**config.mk**
```make
export PLATFORM = sky130hd
export DESIGN_NAME = mp_addr_filter
export DESIGN_NICKNAME = d
export VERILOG_FILES = /design/src/rtl/maf_pkg.sv /design/src/rtl/maf_cfg_regs.sv /design/src/rtl/maf_match.sv /design/src/rtl/maf_flag.sv /design/src/rtl/mp_addr_filter.sv
export SDC_FILE = /design/constraint.sdc
export NUM_CORES = 1
export LEC_CHECK = 0
export ABC_AREA = 1
export BUFFER_PORTS_ARGS = -buffer_cell sky130_fd_sc_hd__buf_2
export CORE_UTILIZATION = 35
export CTS_BUF_LIST = sky130_fd_sc_hd__clkbuf_16
export DETAILED_ROUTE_END_ITERATION = 10
export GPL_TIMING_DRIVEN = 0
export PLACE_DENSITY = 0.72
export SLEW_MARGIN = 20
export SYNTH_ARGS = -nofsm -noshare
export SYNTH_HDL_FRONTEND = slang
export SYNTH_SLANG_ARGS = --single-unit
```
**constraint.sdc**
```tcl
create_clock -name clk -period 0.92 [get_ports clk]
set_input_delay 0.184 -clock clk [delete_from_list [all_inputs] [get_ports clk]]
set_output_delay 0.184 -clock clk [all_outputs]
set_load 0.05 [all_outputs]
```
**src/rtl/maf_pkg.sv**
```systemverilog
package maf_pkg;

    typedef enum logic {
        SEL_STATION = 1'b0,
        SEL_MASK    = 1'b1
    } cfg_target_e;

endpackage

```
**src/rtl/maf_cfg_regs.sv**
```systemverilog
module maf_cfg_regs
    import maf_pkg::*;
#(
    parameter int DATA_W = 8
) (
    input  logic              clk,
    input  logic              rst_n,
    input  logic              wr,
    input  cfg_target_e       sel,
    input  logic [DATA_W-1:0] wdata,
    output logic [DATA_W-1:0] station,
    output logic [DATA_W-1:0] mask
);

    typedef struct packed {
        logic [DATA_W-1:0] station;
        logic [DATA_W-1:0] mask;
    } cfg_t;

    cfg_t cfg_d, cfg_q;

    always_comb begin
        cfg_d = cfg_q;
        if (wr) begin
            case (sel)
                SEL_STATION: cfg_d.station = wdata;
                SEL_MASK:    cfg_d.mask    = wdata;
                default:     cfg_d         = cfg_q;
            endcase
        end
    end

    always_ff @(posedge clk or negedge rst_n) begin
        if (!rst_n) begin
            cfg_q <= '0;
        end else begin
            cfg_q <= cfg_d;
        end
    end

    assign station = cfg_q.station;
    assign mask    = cfg_q.mask;

    // a write lands in the selected register only
    p_wr_station_r2: assert property (@(posedge clk) disable iff (!rst_n)
        (wr && sel == SEL_STATION) |=> (station == $past(wdata) && $stable(mask)));
    p_wr_mask_r2: assert property (@(posedge clk) disable iff (!rst_n)
        (wr && sel == SEL_MASK) |=> (mask == $past(wdata) && $stable(station)));
    p_hold_r2: assert property (@(posedge clk) disable iff (!rst_n)
        !wr |=> ($stable(station) && $stable(mask)));

endmodule

```
**src/rtl/maf_match.sv**
```systemverilog
module maf_match #(
    parameter int DATA_W = 8
) (
    input  logic [DATA_W-1:0] rx_byte,
    input  logic [DATA_W-1:0] station,
    input  logic [DATA_W-1:0] mask,
    input  logic              filter_on,
    output logic              accept
);

    logic [DATA_W-1:0] indiv_ok;
    logic [DATA_W-1:0] bcast_ok;

    for (genvar i = 0; i < DATA_W; i++) begin : g_bit
        // bit agrees with station address, or is a don't-care
        assign indiv_ok[i] = ~mask[i] | ~(rx_byte[i] ^ station[i]);
        // bit is not required by the broadcast pattern, or is present
        assign bcast_ok[i] = ~(station[i] | mask[i]) | rx_byte[i];
    end

    logic indiv_hit;
    logic bcast_hit;

    always_comb begin
        indiv_hit = &indiv_ok;
        bcast_hit = &bcast_ok;
        accept    = !filter_on || indiv_hit || bcast_hit;
    end

endmodule

```
**src/rtl/maf_flag.sv**
```systemverilog
module maf_flag (
    input  logic clk,
    input  logic rst_n,
    input  logic rx_valid,
    input  logic accept,
    input  logic flag_clr,
    output logic flag,
    output logic pulse
);

    typedef struct packed {
        logic flag;
        logic pulse;
    } flag_state_t;

    flag_state_t st_d, st_q;

    always_comb begin
        st_d       = st_q;
        st_d.pulse = rx_valid && accept;
        if (rx_valid && accept) begin
            st_d.flag = 1'b1;
        end else if (flag_clr) begin
            st_d.flag = 1'b0;
        end
    end

    always_ff @(posedge clk or negedge rst_n) begin
        if (!rst_n) begin
            st_q <= '0;
        end else begin
            st_q <= st_d;
        end
    end

    assign flag  = st_q.flag;
    assign pulse = st_q.pulse;

    // flag holds without a strobe or a clear
    p_flag_hold_r8: assert property (@(posedge clk) disable iff (!rst_n)
        (!rx_valid && !flag_clr) |=> $stable(flag));
    // set wins over a simultaneous clear
    p_set_wins_r8: assert property (@(posedge clk) disable iff (!rst_n)
        (rx_valid && accept && flag_clr) |=> flag);
    // a clear alone empties the flag
    p_clear_r8: assert property (@(posedge clk) disable iff (!rst_n)
        (flag_clr && !rx_valid) |=> !flag);
    // no pulse without a preceding strobe
    p_no_stray_pulse_r9: assert property (@(posedge clk) disable iff (!rst_n)
        !rx_valid |=> !pulse);
    // pulse always accompanies a set flag
    p_pulse_flag_r9: assert property (@(posedge clk) disable iff (!rst_n)
        pulse |-> flag);

endmodule

```
**src/rtl/mp_addr_filter.sv**
```systemverilog
module mp_addr_filter
    import maf_pkg::*;
#(
    parameter int DATA_W = 8,
    parameter int MODE_W = 2
) (
    input  logic              clk,
    input  logic              rst_n,
    input  logic              cfg_wr,
    input  logic              cfg_sel,
    input  logic [DATA_W-1:0] cfg_wdata,
    output logic [DATA_W-1:0] addr_rd,
    output logic [DATA_W-1:0] mask_rd,
    input  logic [MODE_W-1:0] mode,
    input  logic              multi_en,
    input  logic              rx_valid,
    input  logic [DATA_W-1:0] rx_data,
    input  logic              flag_clr,
    output logic              rx_flag,
    output logic              match_pulse
);

    logic [DATA_W-1:0] station_q;
    logic [DATA_W-1:0] mask_q;
    logic              filter_on;
    logic              accept;
    cfg_target_e       sel_e;

    assign sel_e     = cfg_target_e'(cfg_sel);
    assign filter_on = (mode != '0) && multi_en;

    maf_cfg_regs #(.DATA_W(DATA_W)) u_cfg (
        .clk     (clk),
        .rst_n   (rst_n),
        .wr      (cfg_wr),
        .sel     (sel_e),
        .wdata   (cfg_wdata),
        .station (station_q),
        .mask    (mask_q)
    );

    maf_match #(.DATA_W(DATA_W)) u_match (
        .rx_byte   (rx_data),
        .station   (station_q),
        .mask      (mask_q),
        .filter_on (filter_on),
        .accept    (accept)
    );

    maf_flag u_flag (
        .clk      (clk),
        .rst_n    (rst_n),
        .rx_valid (rx_valid),
        .accept   (accept),
        .flag_clr (flag_clr),
        .flag     (rx_flag),
        .pulse    (match_pulse)
    );

    assign addr_rd = station_q;
    assign mask_rd = mask_q;

    // filtering off accepts every byte
    p_no_filter_r3: assert property (@(posedge clk) disable iff (!rst_n)
        (rx_valid && (mode == '0 || !multi_en)) |=> (match_pulse && rx_flag));
    // individual match accepted
    p_indiv_r4: assert property (@(posedge clk) disable iff (!rst_n)
        (rx_valid && ((rx_data ^ addr_rd) & mask_rd) == '0) |=> match_pulse);
    // broadcast match accepted
    p_bcast_r5: assert property (@(posedge clk) disable iff (!rst_n)
        (rx_valid && (rx_data & (addr_rd | mask_rd)) == (addr_rd | mask_rd))
            |=> match_pulse);
    // unmatched byte with filtering on leaves a clear flag clear
    p_reject_r6: assert property (@(posedge clk) disable iff (!rst_n)
        (rx_valid && mode != '0 && multi_en && !rx_flag
         && ((rx_data ^ addr_rd) & mask_rd) != '0
         && (rx_data & (addr_rd | mask_rd)) != (addr_rd | mask_rd))
            |=> (!match_pulse && !rx_flag));

endmodule

```
==> results of run 1 <==
metrics by stage:
stage / hold WS (ns) / TNS, ns / total power [mW] / std cells / setup WS (ns)
2_1_floorplan: -0.112 / -0.411 / 1.59 / 132 / -0.212
3_3_place_gp: 0.128 / -1.39 / 1.81 / 204 / -0.139
3_5_place_dp: 0.137 / -1.60 / 1.83 / 204 / -0.142
4_1_cts: 0.163 / -2.09 / 2.84 / 209 / -0.136
5_1_grt: 0.171 / -2.64 / 3.02 / 209 / -0.229
6_report: 0.153 / -2.14 / 2.87 / 209 / -0.179
worst max-delay path: cells and delay by family, from the launching register on:
kind             cells  cell delay, ns
flip-flops           1            0.44
AND/OR/NAND/NOR      8            0.54
timing repair:
| item | in CTS | in global routing |
|---|---|---|
| hold buffers | 1 | 0 |
| hold endpoints to repair | 18 | 0 |
| gates resized for setup | 37 | 12 |
| buffers inserted | 0 | 0 |
| setup endpoints to repair | 20 | 21 |
| pin swaps | 9 | 13 |
cells in the mapped netlist, drive strengths merged:
cell	count	area share (%)
inv	27	11
nor2	4	1.6
nand3	9	4.9
dfrtp	18	49
o21ai	24	13
buf	2	1.1
nand2	47	19
o21a	1	0.81
worst paths after layout:
check	start	endpoint	slack [ns]	cells past startpoint
worst max-delay path	u_cfg.station[1]	u_flag.flag	-0.18	8
max in group asynchronous	rst_n	u_cfg.station[0]	0.21	2
min in group asynchronous	rst_n	u_cfg.mask[3]	0.39	2
worst min register to register	u_flag.flag	u_flag.flag	0.50	2
worst min-delay path	rx_valid	u_flag.pulse	0.15	3
worst max register to register	u_cfg.station[1]	u_flag.flag	-0.18	8
cell type report:
class	count	area, sq um
Clock buffer	3	75.1
Tap cell	30	37.5
Inverter	27	101
Timing Repair Buffer	43	329
Clock inverter	1	3.75
Sequential cell	18	470
Multi-Input combinational cell	85	407
Buffer	2	12.5
Fill cell	239	1040
metal layers:
| metal | up-vias | share of wire, % | track usage, % |
|---|---|---|---|
| met5 | - | 0 | 0 |
| met4 | 0 | 2.0 | 9.21 |
| met3 | 7 | 5.6 | 3.16 |
| met2 | 33 | 49 | 28.3 |
| met1 | 453 | 43 | 22.4 |
| li1 | 502 | - | - |
sequential cells by signal, summed over array words and instances (netlist names):
name           flops
u_cfg.mask         8
u_cfg.station      8
u_flag.flag        1
u_flag.pulse       1
cell families (layout without fill, tap and decap cells):
family,after synthesis,after routing,share of synthesized area (%)
AO/OA/AOI/OAI,25,25,13.8
buffers and inverters,29,76,12.0
flip-flops,18,18,48.6
AND/OR/NAND/NOR,60,60,25.5
power by group:
group | leakage [nW] | switching [mW] | internal (mW)
clock | 0.0423 | 0.286 | 0.577
sequential | 0.203 | 0.139 | 0.910
combinational | 0.537 | 0.605 | 0.350
==> impl_results.md, run 1 <==
- I/O pin count: 43
- Core Region: 0.00248 sq mm
- Status: complete, but fails checks
- Worst IR drop on VDD: 1.66 mV
- Final worst path period share: 119%
- Total CTS buffers: 3
- GRT Total Usage: 17.7%
- Final GP Congestion: 0.755
- Most used cell, CP: nand2_1
- Failing checks: setup timing
- Clock-pin slew on the worst setup and hold paths: 0.05 ns
- Layout cells sized above 1: 42.5%
- CTS tree: built
- Unrepaired setup endpoints after global routing: true
- Initial Util: 37.4%
- Clk_lat worst skew: 0.25 ns
- Initial drt markers: 32
- DRT Pass-1 Iters: 4
- Vias in the first global route: 848
- Post-route ant nets: 0
- Final setup margin: -0.179 ns
- Ys Warns: 0
- CP cell instances: nand2_2, nand3_1, nand2_1, nor2_1, nand2_1, nand3_2, nand2_2, nand2_1
- Skew final: 0.00584 ns
- CP max-delay cell: dfrtp_2
- Critical Path Sink Type: register
- Grt total ovfl: 0
- Critical-path maximum fanout: 5
- Critical path arrival: 1.23 ns
- Synthesized area per cell: 7.01 sq um
- Max Cap Viol: 0
- Post-route cell area: 0.00144 sq mm
- Leak: 0.782 nW
- Vias/cell: 4.76
- Die Area: 0.00286 sq mm
- Most frequent cells in the layout: 42 x nand2_1, 27 x inv_1, 25 x buf_2
- DR vias: 995
- Slew Viols, Final: 0
- Core Util, Final: 58.0%
- Max_slew headroom: 73.2%
- CP max stage delay: 0.44 ns
- H-tree levels: 1
- Fmax: 910 MHz
- Drt total wl: 2330 um
- CTS sink count: 18
- Critical path type: reg -> reg
- Cell Pwr Density: 2000 mW/mm^2
- Slew @ Worst Pin: 0.402 ns
- Synthesized area: 926 sq um
- HP Class: in -> reg
- Part of the Yosys area used for sequential elements: 48.6%
- Die width: 53.4 um
- Most common cell after layout, fill and taps aside: nand2_1
- Syn_nets: 157
- Antenna diodes: 0
- CP Launch Type: register
- WL/cell: 11.2 um
- Post-DP HPWL: 1660 um
- Port bufs: 42
- Largest net degree at the start of global routing: 19
- Area growth syn-to-layout: 55.1%
- Number of distinct library cells after synthesis: 9
- # rows: 18
- Post-synthesis cell count: 132
- Wire length of the first global-routing pass: 3530 um
- Post-route DRC: 0
- Root buffer cell: clkbuf_16
- Final setup violating endpoints: 20
- # nets final: 205
- Placed Area: 0.00119 sq mm
- Max clock buf depth: 2
- Initial antenna violation count: 0
- Tmin final: 1.10 ns
- Critical path required time: 1.06 ns
- Post-synthesis register bit count: 18
- Die Height: 53.4 um
- Final hold vios: 0
No activity file was read; power rests on OpenSTA's default activity.
==> run 2, diff against run 1 <==
CORE_MARGIN = 4   (was default)
CTS_CLUSTER_DIAMETER = 30   (was default)
CTS_CLUSTER_SIZE = 14   (was default)
==> impl_results.md, run 2 (synthesis gave the netlist of run 1 again) <==
- Post-route DRC: 0 (unchanged)
- Largest net degree at the start of global routing: 19 (unchanged)
- Reg2reg end: u_flag.flag (unchanged)
- Vias in the first global route: 973 (was 848)
- Hold Startpoint: rx_valid (unchanged)
- Layout cells sized above 1: 38.9% (was 42.5%)
- Drt total wl: 2350 um (was 2330 um)
- Clock-pin slew on the worst setup and hold paths: 0.05 ns (about the same)
- Final worst path period share: 126% (was 119%)
- Area growth syn-to-layout: 52.7% (was 55.1%)
- Unrepaired setup endpoints after global routing: true (unchanged)
- CP Launch Type: register (unchanged)
- Tmin final: 1.16 ns (was 1.10 ns)
- Hold Path End: u_flag.pulse (unchanged)
- Skew final: 0.00105 ns (was 0.00584 ns)
- # rows: 18 (unchanged)
- # nets final: 206 (was 205)
- H-tree levels: 1 (unchanged)
- Hold_ws: 0.135 ns (was 0.153 ns)
- Max_slew headroom: 73.6% (was 73.2%)
- DR WL met3: 174 um (was 131 um)
- Critical-path maximum fanout: 5 (unchanged)
- WL/cell: 11.2 um (about the same)
- Most frequent cells in the layout: 46 x nand2_1, 26 x inv_1, 26 x buf_2 (was 42 x nand2_1, 27 x inv_1, 25 x buf_2)
- Worst R2R Setup Slack: -0.16 ns (was -0.18 ns)
- Initial antenna violation count: 0 (unchanged)
- CTS sink count: 18 (unchanged)
- Dpl cells: 204 (unchanged)
- Cells on worst reg2reg path: 8 (unchanged)
- Post-DP HPWL: 1770 um (was 1660 um)
- Initial drt markers: 25 (was 32)
- Die Area: 0.00353 sq mm (was 0.00286 sq mm)
- Critical Path Sink Type: output pin (was register)
- Critical path type: reg -> out (was reg -> reg)
- Setup TNS: -2.24 ns (was -2.14 ns)
- Routed wl met2: 1220 um (was 1150 um)
- Total CTS buffers: 3 (unchanged)
- Worst IR drop on VDD: 1.31 mV (was 1.66 mV)
- Grt total ovfl: 0 (unchanged)
- Leak: 0.778 nW (was 0.782 nW)
- Placed Area: 0.00119 sq mm (unchanged)
- Crit path buf inv count: 2 (was 0)
- I/O pin count: 43 (unchanged)
- CP max stage delay: 0.44 ns (about the same)
- GRT Total Usage: 14.3% (was 17.7%)
- Worst Hold Path Cells: 3 (unchanged)
- Slew @ Worst Pin: 0.396 ns (was 0.402 ns)
- Antenna diodes: 0 (unchanged)
- Top Layer Used: met4 (unchanged)
- Final setup margin: -0.238 ns (was -0.179 ns)
- Final hold vios: 0 (unchanged)
- Max Cap Viol: 0 (unchanged)
- Core Util, Final: 56.6% (was 58.0%)
- Status: complete, but fails checks (unchanged)
- Core Region: 0.00250 sq mm (was 0.00248 sq mm)
- Place WS: -0.159 ns (was -0.142 ns)
- Max clock buf depth: 2 (unchanged)
- Critical path required time: 0.74 ns (was 1.06 ns)
- Critical path's top delay family: flip-flops (was simple AND/OR/NAND/NOR gates)
- Die width: 59.4 um (was 53.4 um)
- Slew Viols, Final: 0 (unchanged)
- Final GP Congestion: 0.783 (was 0.755)
- DR vias: 992 (was 995)
- Critical path arrival: 0.97 ns (was 1.23 ns)
- Fmax: 864 MHz (was 910 MHz)
- CTS tree: built (unchanged)
- Wire length of the first global-routing pass: 3910 um (was 3530 um)
- CP cell instances: buf_4, buf_8 (was nand2_2, nand3_1, nand2_1, nor2_1, nand2_1, nand3_2, nand2_2, nand2_1)
- Port bufs: 42 (unchanged)
- Die Height: 59.4 um (was 53.4 um)
- Root buffer cell: clkbuf_16 (unchanged)
- Vias/cell: 4.72 (was 4.76)
- Clk_lat worst skew: 0.25 ns (about the same)
- Post-route cell area: 0.00141 sq mm (was 0.00144 sq mm)
- Cell Pwr Density: 2020 mW/mm^2 (was 2000 mW/mm^2)
- Power Total: 2.85 mW (was 2.87 mW)
- Worst r2r src: u_cfg.station[2] (was u_cfg.station[1])
- CP max-delay cell: dfrtp_2 (unchanged)
- Initial Util: 37.0% (was 37.4%)
- Non-Filler Instances: 210 (was 209)
- Final setup violating endpoints: 20 (unchanged)
- HP Class: in -> reg (unchanged)
- Final-layout fill cell count: 223 (was 239)
- M1 WL: 928 um (was 1000 um)
- Post-route ant nets: 0 (unchanged)
- Failing checks: setup timing (unchanged)
- DRT Pass-1 Iters: 4 (unchanged)
- Most common cell after layout, fill and taps aside: nand2_1 (unchanged)
-- run 2: changes by cell type in the layout (fill, tap and decap cells not counted), sizes merged --
cell,before,now
buf,43,45
clkbuf,4,3
-- run 2: worst min-delay path, cell delays in order --
cell and delay [ns]:
buf_2 0.08, nand2_2 0.04, inv_1 0.04
-- run 2: worst max-delay path by stage --
| stage | from | endpoint | cells after the start |
|---|---|---|---|
| floorplan | u_cfg.station[3] | u_flag.flag | 9 |
| global placement | u_cfg.station[3] | u_flag.flag | 7 |
| detailed placement | u_cfg.station[1] | u_flag.flag | 7 |
| CTS | u_cfg.mask[5] | u_flag.flag | 7 |
| global route | u_cfg.station[1] | addr_rd[1] | 2 |
| finish | u_cfg.station[1] | addr_rd[1] | 2 |
-- run 2: layer usage --
layer	GRT usage (%)	up-vias
met1	17.1	451
met2	25.3	35
met3	2.83	3
li1	-	503
met5	0	-
met4	4.85	0
-- run 2: area by class of cell --
| type | count | area, sq um | share of cell area [%] |
|---|---|---|---|
| flip-flops and latches | 18 | 470 | 33.3 |
| multi-input cells | 85 | 379 | 26.8 |
| repair buffers | 44 | 337 | 23.8 |
| inverters | 27 | 101 | 7.17 |
| clock buffers | 3 | 75.1 | 5.31 |
| well taps | 30 | 37.5 | 2.65 |
| plain buffers | 2 | 10.0 | 0.708 |
| clock inverters | 1 | 3.75 | 0.265 |
-- run 2: power by group --
group	total (mW)	switching, mW	internal (mW)
Sequential	1.04	0.132	0.910
Combinational	0.950	0.601	0.349
Clock	0.858	0.281	0.577
Total	2.85	1.01	1.84
-- run 2: what timing repair did --
action | CTS | global route
setup endpoints to repair | 20 | 20
pin swaps | 3 | 5
hold endpoints to repair | 18 | 0
hold buffers | 1 | 0
setup buffers | 0 | 1
gates resized for setup | 29 | 13
==> run 3, diff against run 2 <==
PLACE_DENSITY = 0.76   (was 0.72)
==> impl_results.md, run 3 (synthesis gave the netlist of run 1 again) <==
- Post-route ant nets: 0 (unchanged)
- Critical path required time: 0.74 ns (about the same)
- Max clock buf depth: 2 (unchanged)
- Critical path type: reg -> out (unchanged)
- Vias/cell: 4.51 (was 4.72)
- Post-route DRC: 0 (unchanged)
- Total CTS buffers: 3 (unchanged)
- Leak: 0.794 nW (was 0.778 nW)
- Area growth syn-to-layout: 56.1% (was 52.7%)
- Final-layout fill cell count: 226 (was 223)
- Largest net degree at the start of global routing: 19 (unchanged)
- Clock-pin slew on the worst setup and hold paths: 0.05 ns (about the same)
- Slew Viols, Final: 0 (unchanged)
- Core Region: 0.00250 sq mm (unchanged)
- Final setup violating endpoints: 20 (unchanged)
- Reg2reg end: u_flag.flag (unchanged)
- Post-DP HPWL: 1770 um (about the same)
- Cell Pwr Density: 1990 mW/mm^2 (was 2020 mW/mm^2)
- Worst IR drop on VDD: 1.32 mV (was 1.31 mV)
- Tmin final: 1.14 ns (was 1.16 ns)
- GRT Total Usage: 14.1% (was 14.3%)
- Critical Path Sink Type: output pin (unchanged)
- Layout cells sized above 1: 41.3% (was 38.9%)
- Fmax: 876 MHz (was 864 MHz)
- Worst Hold Path Cells: 3 (unchanged)
- Hold Path End: u_flag.pulse (unchanged)
- Hold Startpoint: rx_valid (unchanged)
- Post-route cell area: 0.00145 sq mm (was 0.00141 sq mm)
- # rows: 18 (unchanged)
- I/O pin count: 43 (unchanged)
- Status: complete, but fails checks (unchanged)
- Die Area: 0.00353 sq mm (unchanged)
- Most frequent cells in the layout: 44 x nand2_1, 26 x buf_2, 25 x inv_1 (was 46 x nand2_1, 26 x inv_1, 26 x buf_2)
- CTS tree: built (unchanged)
- Die width: 59.4 um (unchanged)
- Critical path arrival: 0.96 ns (was 0.97 ns)
- H-tree levels: 1 (unchanged)
- Root buffer cell: clkbuf_16 (unchanged)
- Vias in the first global route: 868 (was 973)
- Final GP Congestion: 0.749 (was 0.783)
- Non-Filler Instances: 214 (was 210)
- Max Cap Viol: 0 (unchanged)
- Die Height: 59.4 um (unchanged)
- Worst R2R Setup Slack: -0.16 ns (about the same)
- Cells on worst reg2reg path: 9 (was 8)
- Max_slew headroom: 74.3% (was 73.6%)
- Wire length of the first global-routing pass: 3840 um (was 3910 um)
- Final worst path period share: 124% (was 126%)
- Unrepaired setup endpoints after global routing: true (unchanged)
- Critical-path maximum fanout: 5 (unchanged)
- Grt total ovfl: 0 (unchanged)
- # nets final: 210 (was 206)
- Power Total: 2.88 mW (was 2.85 mW)
- Port bufs: 42 (unchanged)
- Slew @ Worst Pin: 0.385 ns (was 0.396 ns)
- Initial drt markers: 12 (was 25)
- DR vias: 966 (was 992)
- WL/cell: 11.2 um (about the same)
- Worst r2r src: u_cfg.station[4] (was u_cfg.station[2])
- DRT Pass-1 Iters: 4 (unchanged)
- Clk_lat worst skew: 0.24 ns (was 0.25 ns)
- Drt total wl: 2390 um (was 2350 um)
- Placed Area: 0.00119 sq mm (unchanged)
- Initial antenna violation count: 0 (unchanged)
- Final hold vios: 0 (unchanged)
- Most common cell after layout, fill and taps aside: nand2_1 (unchanged)
- CP Launch Type: register (unchanged)
- Final setup margin: -0.222 ns (was -0.238 ns)
- Dpl cells: 204 (unchanged)
- HP Class: in -> reg (unchanged)
- Failing checks: setup timing (unchanged)
- Initial Util: 37.0% (unchanged)
- Antenna diodes: 0 (unchanged)
- CTS sink count: 18 (unchanged)
- Skew final: 0.00209 ns (was 0.00105 ns)
run 3: cell count changes in the layout (fill, tap and decap cells not counted), sizes merged:
cell | before | now
clkinv | 0 | 1
inv | 28 | 27
buf | 45 | 49
run 3: worst max-delay path by stage:
stage,from,to,cells after the start,slack [ns]
finish,u_cfg.station[3],addr_rd[3],2,-0.22
global placement,u_cfg.station[3],u_flag.flag,8,-0.15
global route,u_cfg.station[4],u_flag.flag,9,-0.25
detailed placement,u_cfg.station[3],u_flag.flag,8,-0.17
CTS,u_cfg.station[0],u_flag.flag,8,-0.18
floorplan,u_cfg.station[3],u_flag.flag,9,-0.21
run 3: critical path: stages, from the launching register on:
cell and delay [ns]:
dfrtp_2 0.43, buf_4 0.14, buf_6 0.14
run 3: area by class of cell:
| class | count | area (sq um) | share of cell area [%] |
|---|---|---|---|
| Buffer | 2 | 10.0 | 0.693 |
| Clock buffer | 3 | 75.1 | 5.19 |
| Clock inverter | 1 | 3.75 | 0.260 |
| Inverter | 27 | 101 | 7.01 |
| Multi-Input combinational cell | 85 | 384 | 26.6 |
| Sequential cell | 18 | 470 | 32.6 |
| Tap cell | 30 | 37.5 | 2.60 |
| Timing Repair Buffer | 48 | 363 | 25.1 |
run 3: timing repair:
action | CTS | global route
hold buffers | 1 | 0
endpoints found under the setup margin | 20 | 20
buffers inserted | 1 | 4
pin swaps | 3 | 6
endpoints found under the hold margin | 18 | 0
resized for setup | 31 | 14
run 3: stage by stage:
step                      setup slack, ns  util, %  hold WS, ns  TNS [ns]
after CTS                          -0.178     55.3        0.155     -2.30
after global placement             -0.146     47.7        0.129     -1.22
after global routing               -0.246     57.8        0.171     -2.79
after detailed placement           -0.170     47.7        0.130     -1.47
final                              -0.222     57.8        0.168     -2.31
after floorplan                    -0.212        -       -0.112    -0.411
run 3: where the power goes:
part	switching [mW]	leakage, nW	internal (mW)
clock	0.280	0.0385	0.577
sequential	0.126	0.203	0.910
combinational	0.614	0.553	0.373
total	1.02	0.794	1.86
run 3: routing by layer:
| metal | track usage, % | up-vias | routed length (um) | share of wire [%] |
|---|---|---|---|---|
| li1 | - | 508 | - | - |
| met1 | 18.1 | 433 | 983 | 41 |
| met4 | 0.971 | 0 | 0 | 0 |
| met5 | 0 | - | 0 | 0 |
| met3 | 3.49 | 0 | 154 | 6.4 |
| met2 | 24.8 | 25 | 1250 | 52 |
